<file path="src/rtl/ep0_hs_pkg.sv">
package ep0_hs_pkg;
    localparam int SIZE_W = 4;
    localparam int CTRL_W = SIZE_W + 4;

    // status register bit positions
    localparam int ST_TXD    = 7;
    localparam int ST_EOP    = 6;
    localparam int ST_IE     = 5;
    localparam int ST_TXCLR  = 4;
    localparam int ST_EOPCLR = 3;

    typedef enum logic [1:0] {
        TOK_NONE  = 2'b00,
        TOK_IN    = 2'b01,
        TOK_OUT   = 2'b10,
        TOK_SETUP = 2'b11
    } tok_e;

    typedef enum logic [1:0] {
        RSP_ACK   = 2'b00,
        RSP_NAK   = 2'b01,
        RSP_STALL = 2'b10,
        RSP_DATA  = 2'b11
    } rsp_e;

    typedef struct packed {
        logic              toggle;
        logic              stall;
        logic              tx_en;
        logic              rx_en;
        logic [SIZE_W-1:0] size;
    } ctrl_t;

    typedef struct packed {
        logic txd;
        logic eop;
        logic ie;
    } flags_t;

    typedef struct packed {
        logic valid;
        rsp_e code;
        logic data1;
    } rsp_t;
endpackage

</file>
<file path="src/rtl/ep0_ctrl_reg.sv">
module ep0_ctrl_reg
    import ep0_hs_pkg::*;
(
    input  logic              clk,
    input  logic              rst_n,
    input  logic              wr_en,
    input  logic [CTRL_W-1:0] wdata,
    input  logic              setup_seen,
    output ctrl_t             ctrl_q
);
    ctrl_t ctrl_d;

    always_comb begin
        ctrl_d = ctrl_q;
        if (wr_en) begin
            ctrl_d = ctrl_t'(wdata);
        end
        // hardware stall release overrides a concurrent software write
        if (setup_seen) begin
            ctrl_d.stall = 1'b0;
        end
    end

    always_ff @(posedge clk) begin
        if (!rst_n) begin
            ctrl_q <= '0;
        end else begin
            ctrl_q <= ctrl_d;
        end
    end
endmodule

</file>
<file path="src/rtl/ep0_status_flags.sv">
module ep0_status_flags
    import ep0_hs_pkg::*;
(
    input  logic              clk,
    input  logic              rst_n,
    input  logic              wr_en,
    input  logic [CTRL_W-1:0] wdata,
    input  logic              tx_done,
    input  logic              eop_evt,
    output flags_t            flags_q,
    output logic              irq
);
    flags_t flags_d;

    always_comb begin
        flags_d = flags_q;
        if (wr_en) begin
            flags_d.ie = wdata[ST_IE];
            if (wdata[ST_TXCLR]) begin
                flags_d.txd = 1'b0;
            end
            if (wdata[ST_EOPCLR]) begin
                flags_d.eop = 1'b0;
            end
        end
        // events applied last: a set beats a same-cycle clear
        if (tx_done) begin
            flags_d.txd = 1'b1;
        end
        if (eop_evt) begin
            flags_d.eop = 1'b1;
        end
    end

    always_ff @(posedge clk) begin
        if (!rst_n) begin
            flags_q <= '0;
        end else begin
            flags_q <= flags_d;
        end
    end

    assign irq = flags_q.ie & flags_q.eop;
endmodule

</file>
<file path="src/rtl/ep0_hs_decide.sv">
module ep0_hs_decide
    import ep0_hs_pkg::*;
(
    input  logic  clk,
    input  logic  rst_n,
    input  logic  tok_valid,
    input  tok_e  tok_kind,
    input  ctrl_t ctrl,
    input  logic  txd_flag,
    output rsp_t  rsp_q
);
    rsp_t rsp_d;

    always_comb begin
        rsp_d.valid = 1'b0;
        rsp_d.code  = RSP_ACK;
        rsp_d.data1 = 1'b0;
        if (tok_valid) begin
            unique case (tok_kind)
                TOK_SETUP: begin
                    rsp_d.valid = 1'b1;
                    rsp_d.code  = RSP_ACK;
                end
                TOK_IN: begin
                    rsp_d.valid = 1'b1;
                    if (ctrl.stall) begin
                        rsp_d.code = RSP_STALL;
                    end else if (!ctrl.tx_en || txd_flag) begin
                        rsp_d.code = RSP_NAK;
                    end else begin
                        rsp_d.code  = RSP_DATA;
                        rsp_d.data1 = ctrl.toggle;
                    end
                end
                TOK_OUT: begin
                    rsp_d.valid = 1'b1;
                    if (ctrl.stall) begin
                        rsp_d.code = RSP_STALL;
                    end else if (!ctrl.rx_en) begin
                        rsp_d.code = RSP_NAK;
                    end else begin
                        rsp_d.code = RSP_ACK;
                    end
                end
                default: begin
                    rsp_d.valid = 1'b0;
                end
            endcase
        end
    end

    always_ff @(posedge clk) begin
        if (!rst_n) begin
            rsp_q <= '0;
        end else begin
            rsp_q <= rsp_d;
        end
    end
endmodule

</file>
<file path="src/rtl/ep0_hs_ctrl.sv">
module ep0_hs_ctrl
    import ep0_hs_pkg::*;
(
    input  logic              clk,
    input  logic              rst_n,
    input  logic              reg_wr_en,
    input  logic              reg_sel,
    input  logic [CTRL_W-1:0] reg_wdata,
    output logic [CTRL_W-1:0] reg_rdata,
    input  logic              tok_valid,
    input  logic [1:0]        tok_kind,
    input  logic              tx_done,
    input  logic              eop_evt,
    output logic              rsp_valid,
    output logic [1:0]        rsp_code,
    output logic              rsp_data1,
    output logic              irq
);
    ctrl_t  ctrl_q;
    flags_t flags_q;
    rsp_t   rsp_q;
    logic   setup_seen;
    logic   ctrl_wr;
    logic   stat_wr;

    assign ctrl_wr    = reg_wr_en & ~reg_sel;
    assign stat_wr    = reg_wr_en &  reg_sel;
    assign setup_seen = tok_valid & (tok_e'(tok_kind) == TOK_SETUP);

    ep0_ctrl_reg u_ctrl (
        .clk        (clk),
        .rst_n      (rst_n),
        .wr_en      (ctrl_wr),
        .wdata      (reg_wdata),
        .setup_seen (setup_seen),
        .ctrl_q     (ctrl_q)
    );

    ep0_status_flags u_flags (
        .clk     (clk),
        .rst_n   (rst_n),
        .wr_en   (stat_wr),
        .wdata   (reg_wdata),
        .tx_done (tx_done),
        .eop_evt (eop_evt),
        .flags_q (flags_q),
        .irq     (irq)
    );

    ep0_hs_decide u_decide (
        .clk       (clk),
        .rst_n     (rst_n),
        .tok_valid (tok_valid),
        .tok_kind  (tok_e'(tok_kind)),
        .ctrl      (ctrl_q),
        .txd_flag  (flags_q.txd),
        .rsp_q     (rsp_q)
    );

    always_comb begin
        reg_rdata = '0;
        if (reg_sel) begin
            reg_rdata[ST_TXD] = flags_q.txd;
            reg_rdata[ST_EOP] = flags_q.eop;
            reg_rdata[ST_IE]  = flags_q.ie;
        end else begin
            reg_rdata = ctrl_q;
        end
    end

    assign rsp_valid = rsp_q.valid;
    assign rsp_code  = rsp_q.code;
    assign rsp_data1 = rsp_q.data1;
endmodule

</file>
<file path="config.mk">
export PLATFORM = sky130hd
export DESIGN_NAME = ep0_hs_ctrl
export DESIGN_NICKNAME = d
export VERILOG_FILES = /design/src/rtl/ep0_hs_pkg.sv /design/src/rtl/ep0_ctrl_reg.sv /design/src/rtl/ep0_status_flags.sv /design/src/rtl/ep0_hs_decide.sv /design/src/rtl/ep0_hs_ctrl.sv
export SDC_FILE = /design/constraint.sdc
export NUM_CORES = 1
export LEC_CHECK = 0
export BUFFER_PORTS_ARGS = -buffer_cell sky130_fd_sc_hd__clkbuf_2
export CAP_MARGIN = 20
export CORE_MARGIN = 2
export CORE_UTILIZATION = 40
export DETAILED_ROUTE_END_ITERATION = 7
export PLACE_DENSITY = 0.68
export SETUP_SLACK_MARGIN = 0.1
export SLEW_MARGIN = 20
export SYNTH_ARGS = -nofsm -noshare
export SYNTH_HDL_FRONTEND = slang
export SYNTH_SLANG_ARGS = --single-unit
</file>
<file path="constraint.sdc">
create_clock -name clk -period 2.1 [get_ports clk]
set_clock_uncertainty 0.1 [all_clocks]
set_input_delay 0.315 -clock clk [delete_from_list [all_inputs] [get_ports clk]]
set_output_delay 0.315 -clock clk [all_outputs]
set_load 0.02 [all_outputs]
</file>
==> results.yml <==
run_status:
  status: "complete, no violations"
routing:
  drtAntennaViolNets: 0
  dr.first_iter.drc_count: 5
  vias: 632
  totalWireLength_um: 1440
  wl_per_cell_um: 11.3
  drt-vias-per-instance: 4.94
  drc: 0
  first_pass_iters: 4
yosys:
  yosys_warnings: 0
  syn_avg_cell_area_um2: 8.51
  synth_top_family_by_area: "simple AND/OR/NAND/NOR gates"
  synth_top_area_cell: "dfxtp_1"
  synthCells: 82
  yosys.area_share.simple_pct: 28.1
  syn-num-nets: 103
  ys_types: 22
  synthMuxAreaShare_pct: 4.84
  synth-adder-area-share_pct: 7.17
  synthTopCellsByArea: "dfxtp_1, nand2_1, a21boi_1"
  synth-seq-area-share_pct: 43.0
  synth_top_cell_area_share_pct: 43.0
  synth-xor-area-share_pct: 0
  ys_seq_elements: 15
  synth_compound_area_share_pct: 12.2
  synth.cell_area_um2: 698
die:
  dieArea_um2: 2100
  start_util_pct: 41.3
  placementRows: 15
  core_area_um2: 1690
  die_h_um: 45.8
  ios: 30
  die_x_um: 45.8
cells_and_area:
  insertedDiodeCount: 0
  nets: 133
  fillers: 192
  area_delta_synth_final_pct: 24.6
  layout_commonest_cell: "clkbuf_2"
  mostFrequentLayoutCells: "clkbuf_2, nand2_1, dfxtp_1"
  seqCellArea_um2: 300
  multi_input_area_um2: 365
  drive_above_1_share_pct: 33.3
critical_path:
  cp-endpoint: "reg_rdata[5]"
  rrSetupSlack_ns: 1.13
  critPathKind: "input port to output pin"
  rr_worst_depth: 2
  r2r-start: "u_flags.flags_q[2]"
  r2r_end: "u_decide.rsp_q[0]"
  critPathMaxFanout: 14
  cp_data_arrival_time_ns: 1.10
  cp.required_ns: 1.68
  worstSetupStartpointType: "input port"
  critPathLaunch: "reg_sel"
  crit_path_end_kind: "output pin"
sta:
  finalMaxSlewViolations: 0
  fmax_mhz: 661
  setup-violations-final: 0
  finalHoldViolCount: 0
  worstMarginPinSlew_ns: 0.638
  min_period_ns: 1.51
  fin_crit_sh_pct: 72.0
  slew-limit-headroom_pct: 57.4
  setup_ws_ns: 0.587
  rsz0062_at_grt: "false"
  finalSetupTns_ns: 0
cts:
  cts_sinks: 15
  cts_tree: "done"
  insertion_delay_ns: 0.27
  cts_setup_buffers: 0
  cts_hold_buffers: 0
  htree_levels: 1
  clock_path_buffers: 2
  ctsResizeCount: 0
  numCtsBuffers: 3
  path_clk_slew_ns: 0.08
  root_buffer: "clkbuf_4"
grt:
  grt_pass1_wl_um: 2320
  grt_max_degree: 15
  grt_usage_pct: 15.4
  overflow: 0
  antenna_found_initial: 0
  grt_pass1_vias: 552
power:
  peakVddDrop_mv: 0.344
  power_density_nw_per_um2: 631
  p_leak_uw: 0.000411
placed_design:
  portBuffers: 29
  gp_congestion: 0.701
  pre_cts_slack_ns: 0.568
  dp_hpwl_um: 1160
job:
  maxCapViolCount: 0
hold_path:
  hold_class: "input port to flop"
[logic make-up after synthesis]
family,count (synthesis)
simple gates,40
flops,15
compound gates,13
buf+inv,7
fa+ha+maj,4
mux,3
[worst max-delay path: stages]
cell and delay [ns]:
clkbuf_2 0.25, mux2_2 0.38, clkbuf_2 0.16
[Yosys cell counts, drive strengths merged]
library cell	instances
nand2	19
dfxtp	15
a21boi	8
nor2b	7
a21oi	4
ha	4
nand3	4
nor2	4
buf	3
inv	3
mux2	3
nor3	2
and2	1
clkbuf	1
nand2b	1
nand3b	1
nor4b	1
o21ai	1
[through the flow]
stage,instance area (um2),power [uW],hold slack (ns),instances,util (%)
2_1_floorplan,698,365,0.330,82,-
3_3_place_gp,843,398,0.338,124,49.9
3_5_place_dp,843,400,0.341,124,49.9
4_1_cts,870,558,0.146,128,51.5
5_1_grt,870,582,0.147,128,51.5
6_report,870,549,0.155,128,51.5
[layer usage]
metal  up-vias  wire length [um]  GRT usage, %
li1        326                 -             -
met1       287               630          19.2
met2        17               738          25.9
met3         2                55          1.19
met4         0                17          8.57
met5         -                 0             0
[power by group]
| group | internal (uW) | switching, uW |
|---|---|---|
| logic | 38.0 | 48.9 |
| registers | 297 | 7.92 |
| clock network | 73.6 | 83.3 |
[flip-flops by register name, summed over array words and instances (netlist names)]
name and count:
u_ctrl.ctrl_q 8, u_decide.rsp_q 4, u_flags.flags_q 3
[layout make-up]
| cell class | count | share of cell area, % |
|---|---|---|
| Timing Repair Buffer | 29 | 16.7 |
| Clock buffer | 4 | 3.02 |
| Multi-Input combinational cell | 60 | 42.0 |
| Inverter | 3 | 1.29 |
| Sequential cell | 15 | 34.5 |
| Tap cell | 17 | 2.45 |
[how the worst min path moves through the flow]
| stage | cells past startpoint | end | slack [ns] | from |
|---|---|---|---|---|
| final | 3 | u_ctrl.ctrl_q[2] | 0.15 | reg_wdata[2] |
| after global routing | 3 | u_ctrl.ctrl_q[2] | 0.15 | reg_wdata[2] |
| after floorplan | 2 | u_ctrl.ctrl_q[0] | 0.33 | u_ctrl.ctrl_q[0] |
| after CTS | 3 | u_ctrl.ctrl_q[7] | 0.15 | reg_wdata[7] |
| after global placement | 2 | u_ctrl.ctrl_q[3] | 0.34 | u_ctrl.ctrl_q[3] |
| after detailed placement | 2 | u_ctrl.ctrl_q[3] | 0.34 | u_ctrl.ctrl_q[3] |
(Power assumes the default switching activity.)
